<file path="config.mk">
export PLATFORM = sky130hd
export DESIGN_NAME = fcmp_pred_unit
export DESIGN_NICKNAME = d
export VERILOG_FILES = /design/src/rtl/fcmp_pkg.sv /design/src/rtl/fcmp_classify.sv /design/src/rtl/fcmp_relate.sv /design/src/rtl/fcmp_decode.sv /design/src/rtl/fcmp_pred_unit.sv
export SDC_FILE = /design/constraint.sdc
export NUM_CORES = 1
export LEC_CHECK = 0
export ABC_CLOCK_PERIOD_IN_PS = 1860
export BUFFER_PORTS_ARGS = -buffer_cell sky130_fd_sc_hd__buf_2
export CAP_MARGIN = 5
export CORE_MARGIN = 3
export CORE_UTILIZATION = 44
export CTS_CLUSTER_SIZE = 12
export DETAILED_ROUTE_END_ITERATION = 8
export PLACE_DENSITY = 0.82
export SLEW_MARGIN = 40
export SYNTH_ARGS = -nofsm -noshare
export SYNTH_HDL_FRONTEND = slang
export SYNTH_SLANG_ARGS = --single-unit
</file>
<file path="constraint.sdc">
create_clock -name clk -period 1.86 [get_ports clk]
set_input_delay 0.279 -clock clk [delete_from_list [all_inputs] [get_ports clk]]
set_output_delay 0.279 -clock clk [all_outputs]
set_load 0.02 [all_outputs]
</file>
<file path="src/rtl/fcmp_pkg.sv">
package fcmp_pkg;
  localparam int FP_EXP_W  = 8;
  localparam int FP_MAN_W  = 23;
  localparam int PRED_W    = 4;

  // Predicate code fields; the bit positions are the code's meaning.
  typedef struct packed {
    logic sig;     // [3] signalling variant
    logic use_lt;  // [2] include A < B
    logic use_eq;  // [1] include A = B
    logic use_un;  // [0] include unordered
  } pred_fields_t;
endpackage

</file>
<file path="src/rtl/fcmp_classify.sv">
module fcmp_classify #(
  parameter int EXP_W = fcmp_pkg::FP_EXP_W,
  parameter int MAN_W = fcmp_pkg::FP_MAN_W,
  localparam int W    = 1 + EXP_W + MAN_W,
  localparam int MAG_W = EXP_W + MAN_W
) (
  input  logic [W-1:0]     op_i,
  output logic             is_nan_o,
  output logic             is_zero_o,
  output logic             sign_o,
  output logic [MAG_W-1:0] mag_o
);
  function automatic logic f_nan(input logic [W-1:0] v);
    return (&v[W-2:MAN_W]) && (|v[MAN_W-1:0]);
  endfunction

  function automatic logic f_zero(input logic [W-1:0] v);
    return ~|v[W-2:0];
  endfunction

  assign is_nan_o  = f_nan(op_i);
  assign is_zero_o = f_zero(op_i);
  assign sign_o    = op_i[W-1];
  assign mag_o     = op_i[W-2:0];
endmodule

</file>
<file path="src/rtl/fcmp_relate.sv">
module fcmp_relate #(
  parameter int MAG_W = fcmp_pkg::FP_EXP_W + fcmp_pkg::FP_MAN_W
) (
  input  logic             nan_a_i,
  input  logic             nan_b_i,
  input  logic             zero_a_i,
  input  logic             zero_b_i,
  input  logic             sign_a_i,
  input  logic             sign_b_i,
  input  logic [MAG_W-1:0] mag_a_i,
  input  logic [MAG_W-1:0] mag_b_i,
  output logic             unord_o,
  output logic             eq_o,
  output logic             lt_o
);
  // Sign-magnitude less-than; signed zeros are one value.
  function automatic logic f_lt(input logic sa, input logic sb,
                                input logic [MAG_W-1:0] ma,
                                input logic [MAG_W-1:0] mb,
                                input logic za, input logic zb);
    if (za && zb)      return 1'b0;
    else if (sa != sb) return sa;
    else if (!sa)      return ma < mb;
    else               return ma > mb;
  endfunction

  function automatic logic f_eq(input logic sa, input logic sb,
                                input logic [MAG_W-1:0] ma,
                                input logic [MAG_W-1:0] mb,
                                input logic za, input logic zb);
    return (za && zb) || ((sa == sb) && (ma == mb));
  endfunction

  assign unord_o = nan_a_i | nan_b_i;
  assign eq_o = !unord_o &&
                f_eq(sign_a_i, sign_b_i, mag_a_i, mag_b_i, zero_a_i, zero_b_i);
  assign lt_o = !unord_o &&
                f_lt(sign_a_i, sign_b_i, mag_a_i, mag_b_i, zero_a_i, zero_b_i);
endmodule

</file>
<file path="src/rtl/fcmp_decode.sv">
module fcmp_decode
  import fcmp_pkg::*;
(
  input  logic [PRED_W-1:0] pred_i,
  input  logic              unord_i,
  input  logic              eq_i,
  input  logic              lt_i,
  output logic              cond_o,
  output logic              invalid_o
);
  pred_fields_t fld;

  always_comb begin
    fld       = pred_fields_t'(pred_i);
    cond_o    = (fld.use_un & unord_i) | (fld.use_eq & eq_i) | (fld.use_lt & lt_i);
    invalid_o = fld.sig & unord_i;
  end
endmodule

</file>
<file path="src/rtl/fcmp_pred_unit.sv">
module fcmp_pred_unit
  import fcmp_pkg::*;
#(
  parameter int EXP_W = FP_EXP_W,
  parameter int MAN_W = FP_MAN_W,
  localparam int W     = 1 + EXP_W + MAN_W,
  localparam int MAG_W = EXP_W + MAN_W
) (
  input  logic              clk,
  input  logic              rst_n,
  input  logic              start_i,
  input  logic [PRED_W-1:0] pred_i,
  input  logic [W-1:0]      opa_i,
  input  logic [W-1:0]      opb_i,
  output logic              cond_we_o,
  output logic              cond_val_o,
  output logic              invalid_o
);
  localparam int NOPS = 2;

  logic [W-1:0]     ops     [NOPS];
  logic             op_nan  [NOPS];
  logic             op_zero [NOPS];
  logic             op_sign [NOPS];
  logic [MAG_W-1:0] op_mag  [NOPS];

  assign ops[0] = opa_i;
  assign ops[1] = opb_i;

  for (genvar g = 0; g < NOPS; g++) begin : g_cls
    fcmp_classify #(.EXP_W(EXP_W), .MAN_W(MAN_W)) u_cls (
      .op_i     (ops[g]),
      .is_nan_o (op_nan[g]),
      .is_zero_o(op_zero[g]),
      .sign_o   (op_sign[g]),
      .mag_o    (op_mag[g])
    );
  end

  // Internal events, visible to the bound checker.
  logic unord, rel_eq, rel_lt, cond_nxt, inv_nxt;

  fcmp_relate #(.MAG_W(MAG_W)) u_rel (
    .nan_a_i (op_nan[0]),  .nan_b_i (op_nan[1]),
    .zero_a_i(op_zero[0]), .zero_b_i(op_zero[1]),
    .sign_a_i(op_sign[0]), .sign_b_i(op_sign[1]),
    .mag_a_i (op_mag[0]),  .mag_b_i (op_mag[1]),
    .unord_o (unord),
    .eq_o    (rel_eq),
    .lt_o    (rel_lt)
  );

  fcmp_decode u_dec (
    .pred_i   (pred_i),
    .unord_i  (unord),
    .eq_i     (rel_eq),
    .lt_i     (rel_lt),
    .cond_o   (cond_nxt),
    .invalid_o(inv_nxt)
  );

  always_ff @(posedge clk or negedge rst_n) begin
    if (!rst_n) begin
      cond_we_o  <= 1'b0;
      cond_val_o <= 1'b0;
      invalid_o  <= 1'b0;
    end else begin
      cond_we_o <= start_i;
      invalid_o <= start_i & inv_nxt;
      if (start_i) cond_val_o <= cond_nxt;
    end
  end
endmodule

</file>
* After elaboration in Yosys (flattened, before gate mapping) *
Cells that the tools add are included.

storage, ports and cells
  bits in registers = 3
  bits in latches = 0
  bits in writable memories = 0
  bits in read-only memories = 0
  output and inout bits = 3
  memories kept = 0

operators by class
  $add $sub $neg = 0
  multipliers = 0
  divide/modulo/power cells = 0
  magnitude comparators = 2
  eq/ne operators = 3
  shifts and indexed selects = 0
  multiplexer cells = 3
  bitwise gates (word level) = 8
  reduce and logical (&&, ||, !) cells = 16

operator list
  cell               number
  $reduce_or 31->1   2
  $reduce_or 23->1   2
  $eq 31x31->1       1
  $gt 31x31->1       1
  $lt 31x31->1       1
  $reduce_and 8->1   2
  $logic_and 1x1->1  6
  $and 1x1->1        5
  $logic_not 1->1    3
  $mux 1             3
  $or 1x1->1         3
  $eq 1x1->1         1
  $logic_or 1x1->1   1
  $ne 1x1->1         1

* Longest topological paths before layout *
  word-level depth = 8
  depth in mapped cells = 9
  depth with buffers taken out = 9

* Cells and area by module *
Synthesis repeated with hierarchy kept, for this count alone.

unflattened totals
  cells, all modules = 226
  area total of the unflattened synthesis = 1,686.6 µm²

modules (own cells, without submodules)
  module          times used  cells each  area each (µm²)  sequential area each (µm²)
  fcmp_relate     1           122         883.3            0.0
  fcmp_classify   2           48          342.8            0.0
  fcmp_pred_unit  1           5           97.6             75.1
  fcmp_decode     1           3           20.0             0.0

* Worst setup path before layout *
OpenSTA, ideal clock, no wires.

  path kind = input to register
  start = input port opb_i[2]
  end = register cond_val_o
  library setup time = 84 ps
  arrival time = 1,876 ps
  required time = 1,776 ps
  path slack = -99 ps
  stages = 9
  path through = inv_1 ha_1 a21oi_1 a21oi_1 o31a_1 a2111oi_4 o21ai_1 nand4bb_1 a41oi_2

between the ends
  word-level cells in the longest chain between the ends = 8
  elaborated cells on any way between the ends = 22
  classes of those cells = order compare (2); eq/ne (1); mux (3); bitwise (6); reduce/logical (10)

RTL lines
  what                                                                  RTL line              text
  start: declaration                                                    fcmp_pred_unit.sv:14  input logic [W-1:0] opb_i,
  parallel branches: the longest is 7 deep, another holds $lt 31x31->1  n/a
  $or 1x1->1 *                                                          fcmp_decode.sv:15     cond_o = (fld.use_un & unord_i) | (fld.use_eq & eq_i) | (fld.use_lt & lt_i);
  end signal: assignment                                                fcmp_pred_unit.sv:70  if (start_i) cond_val_o <= cond_nxt;
  end: declaration                                                      fcmp_pred_unit.sv:16  output logic cond_val_o,

Every way passes the cells marked *.
A chain may end at the register's enable or synchronous reset.

* Worst setup path after layout *
  start = input port opb_i[8]
  end = register cond_val_o

The elaborated chain is that of the path after synthesis.

==> impl_summary.md <==
Run status
The flow ran to the end, but the final reports show violations. The final reports fail on negative setup slack.

STA
Final hold analysis gives a worst-case slack of 217.4 ps. The smallest clock period supported by the final layout is computed as 2023 ps. The number of failing hold endpoints at the final stage is 0. Timing would allow up to 494.4 MHz. The slew at the pin closest to its max-slew limit is 458.1 ps. The number of pins with negative max-slew slack in the final report is 0.

Setup repair after global routing could not meet its margin everywhere. The worst relative slew slack is 69.20%. The final cycle utilization of the critical path is 108.8%. Across the routed clock network, the largest skew measured is 0 ps. The total of endpoints with negative setup slack in the final report is 1. The post-layout worst setup margin is -162.8 ps.

Clock network
The maximum level of the CTS H-tree is 1. The TritonCTS clock tree is done. The longest clock path from root to sink contains 2 buffers. The TritonCTS buffer count is 3.

The number of sinks on the clock net is 3. The clock tree root driver cell is sky130_fd_sc_hd__clkbuf_4. The clock slew seen by the registers of the worst setup and hold paths is 30 ps. At the later pin of the worst-skew pair, clock insertion delay measures 230 ps.

Placement
The weighted congestion reported at the end of routability-driven placement is 0.8671. In this run, placement finished with an instance count of 300. Before CTS, the worst setup slack after placement is -317.8 ps.

Detailed placement ended at an HPWL of 3.635 mm. Port buffering added 73 buffers.

GRT
The first global-routing pass estimated 6.568 mm of wire. The global routing met3 resource utilization is 1.810%. The met2 layer usage reported by global route is 47.90%. The pin count of the biggest net entering global routing is 5. The initial antenna violation count is 0. The total track usage is 24.93%. The most crowded layer after global routing is met2.

The total global routing overflow is 0. The number of global-route vias before repair was 1656. The met1 track demand over resource in global routing is 26.80%.

Job
The tool flagged a number of max-cap violations equal to 0.

Power
The power density relative to cell area is 297.2 mW/mm2. The leakage power is 1.136 nW. The worst ir drop on vdd is 0.0002561 V.

Synth
Yosys mapped a number of flops with a built-in enable equal to 0. The largest area contributor in the netlist is sky130_fd_sc_hd__ha_1. The dominant synthesized flop cell is sky130_fd_sc_hd__dfrtp_1. The number of different library cells used by synthesis comes to 31. Sorting the synthesized cells by area gives the leading types as sky130_fd_sc_hd__ha_1 (33%), sky130_fd_sc_hd__inv_1 (11%), sky130_fd_sc_hd__nor4_1 (8.0%), sky130_fd_sc_hd__nand4_1 (7.5%), sky130_fd_sc_hd__dfrtp_1 (6.4%). After synthesis, the mean cell area works out to 7.312 um2. The number of nets in the synthesized netlist is 262. The cell count after synthesis is 160. After synthesis the cells add up to 0.001170 mm2. The share of Yosys cell area claimed by the top area cell type is 33.16%. For this run, asynchronously set or reset flops after synthesis account for 100.0%. The Yosys step of the flow raised 0 warnings. Sequential elements use 6.417% of the synthesized area. In this run, synthesis produced a sequential element count of 3.

Setup path
By startpoint and endpoint, the worst setup path is classified as in2reg. For the worst flop-to-flop path, the logic depth is 2. Of all nets on the critical path, the largest fanout is 3. Among cell families on the critical path, the largest total delay comes from simple AND/OR/NAND/NOR gates.

The signal on the critical path passes through buf_2 -> inv_1 -> ha_1 -> nand4_1 -> nor4_4 -> nand2_2 -> a22oi_2 -> o211a_1 -> nand4bb_1 -> a41oi_2. The worst setup path is captured at a flop. The endpoint of the most critical register-to-register path is cond_val_o. STA puts the critical path data arrival time at 2120 ps. The largest single stage delay on the critical path is 400 ps. The number of buffers and inverters on the critical path is 2. For flop-to-flop paths, the worst setup slack is 1170 ps. The largest individual stage delay along the critical path comes from the cell sky130_fd_sc_hd__nor4_4. The endpoint required time on the critical path is 1960 ps. The sort of element at the start of the critical path is a primary input. The critical register-to-register path startpoint is cond_val_o.

Floorplanning
The core region is 0.002500 mm2. From bottom edge to top edge, the die measures 57.57 um. 74 I/O pins were placed.

In this run the core area contains 18 standard-cell rows. The effective utilization at floorplan is 46.80%. The die outline area is 0.003314 mm2. The die is 57.57 um wide.

Finish
The post-layout instance count excluding filler cells is 310. The repair_antennas step left the layout with diodes totalling 0. The final layout contains 383 nets. The number of filler instances in the final layout is 137.

The relative area change from synthesis to final layout is 87.38%. Cells with a size suffix above 1 make up 53.57% of the layout.

Drt
The average vias per placed instance is 6.055. The first routing iteration left 180 violations. The total detailed-routing wirelength is 5.607 mm.

The detail route stage leaves a number of antenna-violating nets equal to 0. Across all layers, the routed design uses 1877 vias. Dividing the detail-routed wire length by the instance count gives 18.09 um. The first detailed-routing pass took 5 iterations.

After detailed routing, the number of remaining DRC violations is 0.

Worst hold path
The worst hold path begins at start_i. The worst hold path belongs to the class in2reg. For hold timing, the worst endpoint is cond_we_o. The hold-critical path depth is 1.
-- cell families (layout without fill, tap and decap cells) --
group | count (synthesis) | after routing | share of synthesized area (%)
compound gates | 30 | 30 | 19.14
xor+xnor | 1 | 1 | 0.7488
fa+ha+maj | 31 | 31 | 33.15
buf+inv | 34 | 154 | 10.91
flops | 3 | 3 | 6.417
simple gates | 61 | 61 | 29.63
-- flip-flops by register name, summed over array words and instances (netlist names) --
signal,flops
invalid_o,1
cond_we_o,1
cond_val_o,1
-- cell type report --
class                           count  area, um2  share of cell area, %
Timing Repair Buffer              116      728.2                  33.22
Multi-Input combinational cell    123       1172                  53.48
Inverter                           34      152.6                  6.963
Sequential cell                     3      75.07                  3.425
Clock buffer                        4      26.28                  1.199
Tap cell                           30      37.54                  1.712
-- how the worst max path moves through the flow --
stage	from	to	slack, ps	cells past startpoint
3_5_place_dp	opb_i[30]	cond_val_o	-320	10
5_1_grt	opb_i[8]	cond_val_o	-210	10
4_1_cts	opb_i[20]	cond_val_o	1	10
2_1_floorplan	opb_i[30]	cond_val_o	-30	9
3_3_place_gp	opb_i[30]	cond_val_o	-210	10
6_report	opb_i[8]	cond_val_o	-160	10
-- worst reg2reg max path: stages (launching register included) --
cell,delay (ps)
sky130_fd_sc_hd__dfrtp_1,380
sky130_fd_sc_hd__nor2_1,120
sky130_fd_sc_hd__a41oi_2,50
-- routing by layer --
metal  up-vias  wire, um
li1        842         -
met1       855      1900
met2       147      2971
met3        33       473
met4         0       261
met5         -         0
-- through the flow --
| stage | total power [mW] | area [um2] | setup TNS (ps) | util (%) |
|---|---|---|---|---|
| finish | 0.6514 | 2192 | -162.8 | 87.69 |
| global route | 0.6925 | 2192 | -214.4 | 87.69 |
| CTS | 0.5740 | 1993 | 0 | 79.73 |
| detailed placement | 0.4489 | 1929 | -317.8 | 77.18 |
| global placement | 0.4367 | 1929 | -212.4 | 77.18 |
| floorplan | 0.2391 | 1249 | -33.15 | - |
-- synthesized netlist by cell type (2+ instances only) --
cell                      number
sky130_fd_sc_hd__nor4_1       15
sky130_fd_sc_hd__o21ai_0       3
sky130_fd_sc_hd__inv_1        34
sky130_fd_sc_hd__nand3_1       4
sky130_fd_sc_hd__a21o_1        2
sky130_fd_sc_hd__dfrtp_1       3
sky130_fd_sc_hd__nor3_1        4
sky130_fd_sc_hd__nand2_1       9
sky130_fd_sc_hd__nor2_1        8
sky130_fd_sc_hd__a21oi_1      12
sky130_fd_sc_hd__nand4_1      14
sky130_fd_sc_hd__o21ai_1       2
sky130_fd_sc_hd__ha_1         31
sky130_fd_sc_hd__a22oi_1       2
-- timing repair --
action / CTS / global route
hold buffers: 1 / 0
hold endpoints to repair: 3 / 0
buffers inserted: 0 / 5
endpoints found under the setup margin: 1 / 1
gates resized for setup: 3 / 29
pin swaps: 7 / 15
-- where the power goes --
group          switching [mW]  internal, mW
registers             0.00211        0.0694
clock network          0.0340        0.0804
logic                   0.225         0.241
total                   0.261         0.391
-- placed cells by master, fill, tap and decap left out, types with 2 or more instances in the layout --
cell / synthesis / layout
sky130_fd_sc_hd__inv_2: 0 / 3
sky130_fd_sc_hd__ha_1: 31 / 18
sky130_fd_sc_hd__buf_2: 0 / 64
sky130_fd_sc_hd__buf_6: 0 / 4
sky130_fd_sc_hd__nor4_4: 0 / 2
sky130_fd_sc_hd__clkbuf_4: 0 / 3
sky130_fd_sc_hd__nand4_1: 14 / 14
sky130_fd_sc_hd__inv_1: 34 / 26
sky130_fd_sc_hd__o21ai_1: 2 / 2
sky130_fd_sc_hd__a21oi_1: 12 / 11
sky130_fd_sc_hd__inv_4: 0 / 3
sky130_fd_sc_hd__nor2_1: 8 / 8
sky130_fd_sc_hd__nor4_1: 15 / 14
sky130_fd_sc_hd__buf_4: 0 / 47
sky130_fd_sc_hd__a21o_1: 2 / 2
sky130_fd_sc_hd__nand3_1: 4 / 4
sky130_fd_sc_hd__nand2_2: 0 / 2
sky130_fd_sc_hd__ha_4: 0 / 13
sky130_fd_sc_hd__o21ai_0: 3 / 3
sky130_fd_sc_hd__dfrtp_1: 3 / 3
sky130_fd_sc_hd__nand2_1: 9 / 7
sky130_fd_sc_hd__nor3_1: 4 / 3
No activity file was read; power rests on OpenSTA's default activity.
